### src/rtl/amul_pkg.sv
// Shared mode codes and weight helper for the modal approximate multiplier.
package amul_pkg;

    // Correction selection codes; code 11 is treated as full correction.
    typedef enum logic [1:0] {
        MODE_RAW     = 2'b00,
        MODE_TOP     = 2'b01,
        MODE_ALL     = 2'b10,
        MODE_ALL_ALT = 2'b11
    } corr_mode_e;

    // Bit offset of the leaf that multiplies A digit i by X digit j.
    function automatic int leaf_shift(input int i, input int j);
        return 2 * (i + j);
    endfunction

endpackage

### src/rtl/amul_leaf2.sv
// Two-bit by two-bit simplified multiplier leaf.
// Returns a 3-bit result (3x3 collapses to 7) and flags its only error pattern.
// Assumes: purely combinational, no state.
module amul_leaf2 (
    input  logic [1:0] a_dig,
    input  logic [1:0] x_dig,
    output logic [2:0] p,
    output logic       err_hit
);

    // Reduced product logic plus the all-ones detector.
    always_comb begin
        p[0]    = a_dig[0] & x_dig[0];
        p[1]    = (a_dig[1] & x_dig[0]) | (a_dig[0] & x_dig[1]);
        p[2]    = a_dig[1] & x_dig[1];
        err_hit = &{a_dig, x_dig};
    end

endmodule

### src/rtl/amul_corr.sv
// Correction word builder: turns leaf error flags into the amount to add.
// Each flagged leaf that the mode enables contributes 2 at its own weight.
// Assumes: flag index k = i*D + j, with i the A digit and j the X digit.
module amul_corr
    import amul_pkg::*;
#(
    parameter int D = 4,
    parameter int W = 16
) (
    input  logic [D*D-1:0] hit,
    input  logic [1:0]     mode,
    output logic [W-1:0]   corr
);

    localparam int L = D * D;
    localparam logic [L-1:0] TOP_MASK = L'(1) << (L - 1);

    corr_mode_e   mode_e;
    logic [L-1:0] gated;

    // Select which detected errors may reach the adder; others are held at zero.
    always_comb begin
        mode_e = corr_mode_e'(mode);
        unique case (mode_e)
            MODE_RAW:               gated = '0;
            MODE_TOP:               gated = hit & TOP_MASK;
            MODE_ALL, MODE_ALL_ALT: gated = hit;
            default:                gated = '0;
        endcase
    end

    // Sum the +2 repairs at each enabled leaf weight.
    always_comb begin
        corr = '0;
        for (int i = 0; i < D; i++) begin
            for (int j = 0; j < D; j++) begin
                if (gated[i*D+j]) begin
                    corr = corr + (W'(2) << leaf_shift(i, j));
                end
            end
        end
    end

endmodule

### src/rtl/amul_modal.sv
// Modal approximate multiplier: a grid of simplified 2x2 leaves summed by an
// exact adder, plus a mode-selected correction term. Optional output register.
// Assumes: N even and at least 2; operands unsigned.
module amul_modal
    import amul_pkg::*;
#(
    parameter int N       = 8,
    parameter bit REG_OUT = 1'b1
) (
    input  logic           clk,
    input  logic           rst_n,
    input  logic [N-1:0]   a_in,
    input  logic [N-1:0]   x_in,
    input  logic [1:0]     mode,
    output logic [2*N-1:0] prod
);

    localparam int D = N / 2;
    localparam int W = 2 * N;
    localparam int L = D * D;
    localparam logic [W-1:0] TOP_CORR = W'(2) << (4 * (D - 1));

    logic [2:0]   leaf_p [L];
    logic [L-1:0] leaf_hit;
    logic [W-1:0] approx_sum;
    logic [W-1:0] corr;
    logic [W-1:0] prod_d;
    logic [W-1:0] exact_chk;

    // One leaf per pair of operand digits.
    for (genvar gi = 0; gi < D; gi++) begin : g_row
        for (genvar gj = 0; gj < D; gj++) begin : g_col
            amul_leaf2 u_leaf (
                .a_dig  (a_in[2*gi +: 2]),
                .x_dig  (x_in[2*gj +: 2]),
                .p      (leaf_p[gi*D+gj]),
                .err_hit(leaf_hit[gi*D+gj])
            );
        end
    end

    // Exact shifted sum of the leaf results.
    always_comb begin
        approx_sum = '0;
        for (int i = 0; i < D; i++) begin
            for (int j = 0; j < D; j++) begin
                approx_sum = approx_sum + (W'(leaf_p[i*D+j]) << leaf_shift(i, j));
            end
        end
    end

    amul_corr #(
        .D(D),
        .W(W)
    ) u_corr (
        .hit (leaf_hit),
        .mode(mode),
        .corr(corr)
    );

    // Final correcting adder.
    assign prod_d = approx_sum + corr;

    // Reference product used only by the checks below.
    assign exact_chk = W'(a_in) * W'(x_in);

    if (REG_OUT) begin : g_reg
        // Output register with synchronous active-low clear.
        always_ff @(posedge clk) begin
            if (!rst_n) prod <= '0;
            else        prod <= prod_d;
        end

        AST_REG_LATENCY: assert property (@(posedge clk) disable iff (!rst_n)
            $past(rst_n) |-> prod == $past(prod_d));
    end else begin : g_comb
        assign prod = prod_d;
    end

    AST_FULL_EXACT: assert property (@(posedge clk) disable iff (!rst_n)
        mode[1] |-> prod_d == exact_chk);
    AST_RAW_NO_CORR: assert property (@(posedge clk) disable iff (!rst_n)
        mode == MODE_RAW |-> corr == '0);
    AST_TOP_ONLY: assert property (@(posedge clk) disable iff (!rst_n)
        mode == MODE_TOP |-> (corr == '0 || corr == TOP_CORR));
    AST_NO_OVERSHOOT: assert property (@(posedge clk) disable iff (!rst_n)
        !mode[1] |-> prod_d <= exact_chk);
    AST_LEAF_FLAG: assert property (@(posedge clk) disable iff (!rst_n)
        leaf_hit[0] == (a_in[1:0] == 2'b11 && x_in[1:0] == 2'b11));

endmodule

### config.mk
export PLATFORM = sky130hd
export DESIGN_NAME = amul_modal
export DESIGN_NICKNAME = d
export VERILOG_FILES = /design/src/rtl/amul_pkg.sv /design/src/rtl/amul_leaf2.sv /design/src/rtl/amul_corr.sv /design/src/rtl/amul_modal.sv
export SDC_FILE = /design/constraint.sdc
export NUM_CORES = 1
export LEC_CHECK = 0
export BUFFER_PORTS_ARGS = -buffer_cell sky130_fd_sc_hd__buf_2
export CAP_MARGIN = 20
export CORE_MARGIN = 1.5
export CORE_UTILIZATION = 56
export CTS_BUF_LIST = sky130_fd_sc_hd__clkbuf_2 sky130_fd_sc_hd__clkbuf_4 sky130_fd_sc_hd__clkbuf_8
export CTS_CLUSTER_SIZE = 30
export DETAILED_ROUTE_END_ITERATION = 10
export HOLD_SLACK_MARGIN = 0.05
export PLACE_DENSITY = 0.87
export REMOVE_ABC_BUFFERS = 1
export SLEW_MARGIN = 20
export SYNTH_ARGS = -nofsm -noshare
export SYNTH_HDL_FRONTEND = slang
export SYNTH_SLANG_ARGS = --single-unit
### constraint.sdc
create_clock -name clk -period 7.7 [get_ports clk]
set_clock_uncertainty 0.1 [all_clocks]
set_input_delay 0.77 -clock clk [delete_from_list [all_inputs] [get_ports clk]]
set_output_delay 0.77 -clock clk [all_outputs]
set_load 0.01 [all_outputs]
== Yosys cells after proc, flatten, opt, wreduce, memory -nomap -nowiden ==
Cells that the tools add are included.

* Bits in registers: 16
* Bits of input ports: 20

* Equal/unequal tests: 3
* Add/subtract/negate cells: 31
* Reduce and logical (&&, ||, !) cells: 18
* Bitwise gates (word level): 80
* Multiplexer cells: 17

{| class="wikitable"
|+ Operators by type and width
! kind !! number
|-
| 16-bit two-way mux || 15
|-
| 16-bit by 8-bit adder with 16-bit output, second input constant || 4
|-
| 1-bit bitwise AND || 64
|-
| 4-bit AND reduction || 16
|-
| 16-bit by 10-bit adder with 16-bit output, second input constant || 3
|-
| 16-bit by 6-bit adder with 16-bit output, second input constant || 3
|-
| 16-bit one-hot mux with 3 select lines || 1
|-
| 16-bit by 11-bit adder with 16-bit output || 2
|-
| 16-bit by 12-bit adder with 16-bit output, second input constant || 2
|-
| 16-bit by 13-bit adder with 16-bit output || 2
|-
| 15-bit by 9-bit adder with 16-bit output || 1
|-
| 16-bit by 14-bit adder with 16-bit output, second input constant || 1
|-
| 16-bit by 15-bit adder with 16-bit output || 1
|-
| 16-bit adder || 1
|-
| 16-bit by 4-bit adder with 16-bit output, second input constant || 1
|-
| 16-bit by 9-bit adder with 16-bit output || 1
|-
| 1-bit bitwise OR || 16
|-
| 14-bit by 7-bit adder with 15-bit output || 1
|-
| 13-bit by 11-bit adder with 14-bit output || 1
|-
| 12-bit by 9-bit adder with 13-bit output || 1
|-
| 11-bit by 7-bit adder with 12-bit output || 1
|-
| 10-bit by 5-bit adder with 11-bit output || 1
|-
| 8-bit by 9-bit adder with 10-bit output || 1
|-
| 6-bit by 7-bit adder with 8-bit output || 1
|-
| other kinds (7) || 8
|}

== Logic depth before layout (Yosys ltp) ==
* Word-level depth: 35
* Mapped depth: 33
* Gate-level depth less buffers: 32

== Modules after synthesis ==
A second synthesis with hierarchy kept.

* Cell total of the unflattened synthesis: 430
* Area total of the unflattened synthesis: 3747.3 µm²

{| class="wikitable"
|+ By module, submodules not included
! module !! area an instance (µm²) !! cells each !! times used
|-
| amul_modal || 2195.9 || 221 || 1
|-
| amul_corr || 1051.0 || 145 || 1
|-
| amul_leaf2 || 31.3 || 4 || 16
|}

== Worst setup path after synthesis ==
OpenSTA, ideal clock, no wires.

* Kind: input to register
* Start: input port x_in[6]
* End: register prod[15]
* Cell stages on the path: 31
* Library setup time: 0.069 ns
* Arrival time: 7.556 ns
* Data required time: 7.531 ns
* Slack: -0.025 ns
* Path buffers: 1
* Cell sequence: clkbuf_1 > nand3_1 > or2_2 > ha_1 > ha_1 > and3_1 > xnor2_2 > inv_1 > ha_1 > nand2_1 > xor2_1 > xor2_1 > xnor2_1 > or3b_1 > xnor2_1 > ha_1 > mux2_2 > fa_1 > inv_1 > fa_1 > inv_1 > ha_1 > ha_1 > ha_1 > a21oi_1 > o21ai_0 > nand3_1 > nand2_1 > xnor2_1 > nand4_1 > a21oi_2

* Word-level cells in the longest chain between the ends: 28
* Elaborated cells between the ends (all ways): 56
* Those cells by class: add/sub (26); mux (14); bitwise (12); reduce/logical (4)

{| class="wikitable"
|+ Ends and longest elaborated chain
! item !! line !! text
|-
| from (decl) || amul_modal.sv:13 || <nowiki>input logic [N-1:0] x_in,</nowiki>
|-
| 4-bit AND reduction || amul_leaf2.sv:16 || <nowiki>err_hit = &{a_dig, x_dig};</nowiki>
|-
| 16-bit one-hot mux with 3 select lines || amul_corr.sv:24 || <nowiki>unique case (mode_e)</nowiki>
|-
| 16-bit two-way mux || amul_corr.sv:37 || <nowiki>if (gated[i*D+j]) begin</nowiki>
|-
| 16-bit by 4-bit adder with 16-bit output || amul_corr.sv:38 || <nowiki>corr = corr + (W'(2) << leaf_shift(i, j));</nowiki>
|-
| 16-bit two-way mux || amul_corr.sv:37 ||
|-
| 16-bit by 6-bit adder with 16-bit output || amul_corr.sv:38 ||
|-
| 16-bit two-way mux || amul_corr.sv:37 ||
|-
| 16-bit by 8-bit adder with 16-bit output || amul_corr.sv:38 ||
|-
| [12 not listed] || n/a ||
|-
| 16-bit two-way mux || amul_corr.sv:37 ||
|-
| 16-bit by 10-bit adder with 16-bit output || amul_corr.sv:38 ||
|-
| 16-bit two-way mux || amul_corr.sv:37 ||
|-
| 16-bit by 12-bit adder with 16-bit output || amul_corr.sv:38 ||
|-
| 16-bit two-way mux || amul_corr.sv:37 ||
|-
| 16-bit by 14-bit adder with 16-bit output || amul_corr.sv:38 ||
|-
| 16-bit two-way mux || amul_corr.sv:37 ||
|-
| 16-bit adder * || amul_modal.sv:62 || <nowiki>assign prod_d = approx_sum + corr;</nowiki>
|-
| to (signal assigned) || amul_modal.sv:71 || <nowiki>else prod <= prod_d;</nowiki>
|-
| to (decl) || amul_modal.sv:15 || <nowiki>output logic [2*N-1:0] prod</nowiki>
|}

Mark *: on every way between the ends. The rest lies on a longest branch, timed or not.
A chain may end at the register's enable or synchronous reset.

== Worst setup path after layout ==
* Start: input port mode[1]
* End: register prod[15]

* Word-level cells in the longest chain between the ends: 35
* Elaborated cells between the ends (all ways): 38
* Those cells by class: add/sub (16); eq/ne (3); mux (17); reduce/logical (2)

{| class="wikitable"
|+ Ends and longest elaborated chain
! item !! line !! text
|-
| from (decl) || amul_modal.sv:14 || <nowiki>input logic [1:0] mode,</nowiki>
|-
| 2-bit equality test || amul_corr.sv:24 ||
|-
| 2-bit OR reduction || amul_corr.sv:24 ||
|-
| 16-bit one-hot mux with 3 select lines * || amul_corr.sv:24 ||
|-
| 2-bit two-way mux || amul_corr.sv:37 ||
|-
| 2-bit by 4-bit adder with 5-bit output || amul_corr.sv:38 ||
|-
| 16-bit two-way mux || amul_corr.sv:37 ||
|-
| 16-bit by 6-bit adder with 16-bit output || amul_corr.sv:38 ||
|-
| 16-bit two-way mux || amul_corr.sv:37 ||
|-
| [19 not listed] || n/a ||
|-
| 16-bit two-way mux || amul_corr.sv:37 ||
|-
| 16-bit by 10-bit adder with 16-bit output || amul_corr.sv:38 ||
|-
| 16-bit two-way mux || amul_corr.sv:37 ||
|-
| 16-bit by 12-bit adder with 16-bit output || amul_corr.sv:38 ||
|-
| 16-bit two-way mux || amul_corr.sv:37 ||
|-
| 16-bit by 14-bit adder with 16-bit output || amul_corr.sv:38 ||
|-
| 16-bit two-way mux * || amul_corr.sv:37 ||
|-
| 16-bit adder * || amul_modal.sv:62 ||
|}

Marks and branches as above.

==> metrics.log <==
INFO  metric run_status = finished, final reports clean
INFO  metric maxSlewHeadroom = between 60% and 70%
INFO  metric crit_path_launch_type = primary input
INFO  metric worst_setup_hold_path_clk_slew = ~0.07 ns
INFO  metric groute.usage.overall = roughly 23%
INFO  metric p_leak = 1.784 nW
INFO  metric crit_type = primary input to register
INFO  metric design.die.area = 5959 um2
INFO  metric hold_class = primary input to register
INFO  metric initial_antenna_violation_count = 0
INFO  metric critical-path-max-stage-delay = about 0.53 ns
INFO  metric synth_sequential_area_ratio = approximately a tenth
INFO  metric syn-instance-count = between 300 and 400
INFO  metric cts_buffer_count = 3
INFO  metric ys_top_cells_by_area = sky130_fd_sc_hd__fa_1 21%, sky130_fd_sc_hd__ha_1 19%, sky130_fd_sc_hd__dfxtp_1 10%, sky130_fd_sc_hd__xnor2_1 6.0%, sky130_fd_sc_hd__inv_1 4.7%
INFO  metric place.port_buffers = 35
INFO  metric avgRoutedWirePerCell = 14.19 um
INFO  metric main_combinational_cell_family_by_area_after_synthesis = adder cells
INFO  metric clock_sinks = 16
INFO  metric endpoint_type_of_the_worst_setup_path = register
INFO  metric finalCritPeriodShare = between 90% and 100%
INFO  metric ys_warn_count = 0
INFO  metric vdd_ir_drop_max = about 0.18 mV
INFO  metric vias_per_cell = 5.549
INFO  metric dp.final_hpwl = between 5 and 6 mm
INFO  metric dominant_register_cell_in_the_synthesized_netlist = sky130_fd_sc_hd__dfxtp_1
INFO  metric critical_path_arrival = about 7.5 ns
INFO  metric area.growth.synth_to_final = 12.66%
INFO  metric post_synth_mux_area_share = 1.339%
INFO  metric cap_viol_max_count = 0
INFO  metric dr.first_iter.drc_count = 115
INFO  metric regMostFlops = prod
INFO  metric largest_register_ff_count = 16
INFO  metric setup_viol = 0
INFO  metric synthesis.area = 3083 um2
INFO  metric critical_path.max_fanout = 5
INFO  metric num_io_pins = 36
INFO  metric met1_length = around 2.8 mm
INFO  metric finalHoldWorstSlack = a little over 0.7 ns
INFO  metric core_region_area = around 5200 um2
INFO  metric num_antenna_cells = 0
INFO  metric netlist.top_cell.by_area = sky130_fd_sc_hd__fa_1
INFO  metric critPathRequiredTime = roughly 7.8 ns
INFO  metric final_count_of_hold_timing_violations = 0
INFO  metric cts_htree_levels = 1
INFO  metric largestRegisters = prod x16
INFO  metric wl_met3 = 402 um
INFO  metric global_route.overflow_total = 0
INFO  metric synthAdderAreaFrac = roughly two fifths
INFO  metric drive_gt1_share = approximately a fifth
INFO  metric finalWorstPathRequiredPeriod = about 7.4 ns
INFO  metric route.final.wire_length = roughly 6.5 mm
INFO  metric tritoncts = built
INFO  metric synth_async_sr_flop_share = 0%
INFO  metric final_area = 3473 um2
INFO  metric synth_seq_cells = 16
INFO  metric clock-root-buffer = sky130_fd_sc_hd__clkbuf_8
INFO  metric synth_area_per_cell = 8.808 um2
INFO  metric synth_compound_area_share = about an eighth
INFO  metric wl_met2 = 3.259 mm
INFO  metric yosysMostFrequentCell = sky130_fd_sc_hd__ha_1
INFO  metric grt_pass1_vias = ~2500
INFO  metric post_synth_edffs = 0
INFO  metric critical_path.most_common_cell = sky130_fd_sc_hd__ha_1
INFO  metric largest_net_degree_at_the_start_of_global_routing = 12
INFO  metric highest_attainable_clock_frequency = approximately 0.14 GHz
INFO  metric drt_drc_violations_left = 0
INFO  metric fillCellCount = between 400 and 500
INFO  metric dpl_cell_area = about 3400 um2
INFO  metric grt_pass1_wl = 11.08 mm
INFO  metric ant_nets = 0
INFO  metric yosysTopAreaCellShare = between 20% and 30%
INFO  metric highest_layer = met4
INFO  metric synth-xor-area-share = 9.578%
INFO  metric post_synth_most_frequent_cells = 47 x sky130_fd_sc_hd__ha_1, 39 x sky130_fd_sc_hd__inv_1, 35 x sky130_fd_sc_hd__nand2_1
INFO  metric floorplan.initialDensity = between 50% and 60%
INFO  metric tightestPinTransition = roughly 0.53 ns
INFO  metric dieWidth = between 70 and 80 um
INFO  metric synthDistinctLibCells = 50
INFO  metric cts_buffer_depth = 2
INFO  metric drt_pre_antenna_iters = 4
INFO  metric worst_path_max_delay_cell = sky130_fd_sc_hd__fa_1
INFO  metric gp_routability_congestion = between 0.8 and 0.9
INFO  metric powerDensity = 161.8 nW/um2
INFO  metric finalNonFillerCells = about 460
INFO  metric placement_rows = 26
INFO  metric post_synth_and_or_nand_nor_area_fraction = 18.14%
INFO  metric dr_total_vias = about 2500
INFO  metric die_h = 77.20 um
INFO  metric final_max_slew_viol_count = 0
INFO  metric placed_cells = 450
INFO  metric fin_tns_setup = 0 ns
INFO  metric nNetsFinal = between 400 and 500
power by group:
group | switching, mW | total [mW] | internal, mW
clock | 0.0333 | 0.0788 | 0.0455
sequential | 0.00507 | 0.114 | 0.108
combinational | 0.202 | 0.370 | 0.168
per-layer routing:
metal,global-route usage [%],vias to the layer above
li1,-,1231
met1,29.94,1216
met2,39.65,83
met3,3.452,6
met4,4.909,0
met5,0,-
path summary, 6_finish.rpt:
kind,slack (ns),startpoint,cells after the start,endpoint
setup / recovery,0.32,mode[1],30,prod[15]
hold / removal,0.72,rst_n,2,prod[1]
worst max-delay path: cells and delay by family:
kind / cells / cell delay (ns)
muxes: 1 / 0.28
buffers and inverters: 4 / 0.29
AOI/OAI and AO/OA: 4 / 0.72
adders and majority gates: 9 / 3.16
xor gates and xnor gates: 4 / 0.70
and+or+nand+nor: 8 / 1.53
cell families after synthesis:
group,after synthesis
AND/OR/NAND/NOR,112
other,1
multiplexers,4
XOR/XNOR,32
adder cells (fa/ha/maj),80
flip-flops,16
buffers and inverters,56
AO/OA/AOI/OAI,49
timing repair:
| action | in CTS | in global routing |
|---|---|---|
| gates resized for setup | 0 | 8 |
| hold buffers | 0 | 0 |
| hold endpoints to repair | 0 | 0 |
| setup endpoints to repair | 0 | 1 |
| buffers inserted | 0 | 3 |
metrics by stage:
stage | total power [mW] | util, % | worst slack, ns
after floorplan | 0.3891 | - | 0.2845
after global placement | 0.4643 | 64.40 | 0.1949
after detailed placement | 0.4842 | 64.40 | -0.05578
after CTS | 0.5655 | 65.46 | 0.2181
after global routing | 0.6253 | 66.73 | -0.01407
final | 0.5621 | 66.73 | 0.3216
cells in the final DEF (no fill, tap or decap), types with 4 or more instances in the layout:
cell type / count
sky130_fd_sc_hd__a22o_1: 13
sky130_fd_sc_hd__xnor2_1: 19
sky130_fd_sc_hd__nor2_1: 25
sky130_fd_sc_hd__nand3_1: 11
sky130_fd_sc_hd__clkbuf_8: 4
sky130_fd_sc_hd__a21oi_1: 11
sky130_fd_sc_hd__nand2_1: 35
sky130_fd_sc_hd__and3_1: 4
sky130_fd_sc_hd__inv_1: 39
sky130_fd_sc_hd__ha_1: 46
sky130_fd_sc_hd__fa_1: 33
sky130_fd_sc_hd__and2_1: 20
sky130_fd_sc_hd__xor2_1: 8
sky130_fd_sc_hd__buf_2: 35
sky130_fd_sc_hd__buf_4: 14
sky130_fd_sc_hd__dfxtp_1: 16
area by class of cell:
type | instances | area (um2) | share of cell area, %
multi-input combinational | 278 | 2580 | 74.28
timing repair buffer | 49 | 280.3 | 8.069
tap | 70 | 87.58 | 2.522
sequential | 16 | 320.3 | 9.222
inverter | 40 | 150.1 | 4.323
clock buffer | 4 | 55.05 | 1.585
(Power assumes the default switching activity.)
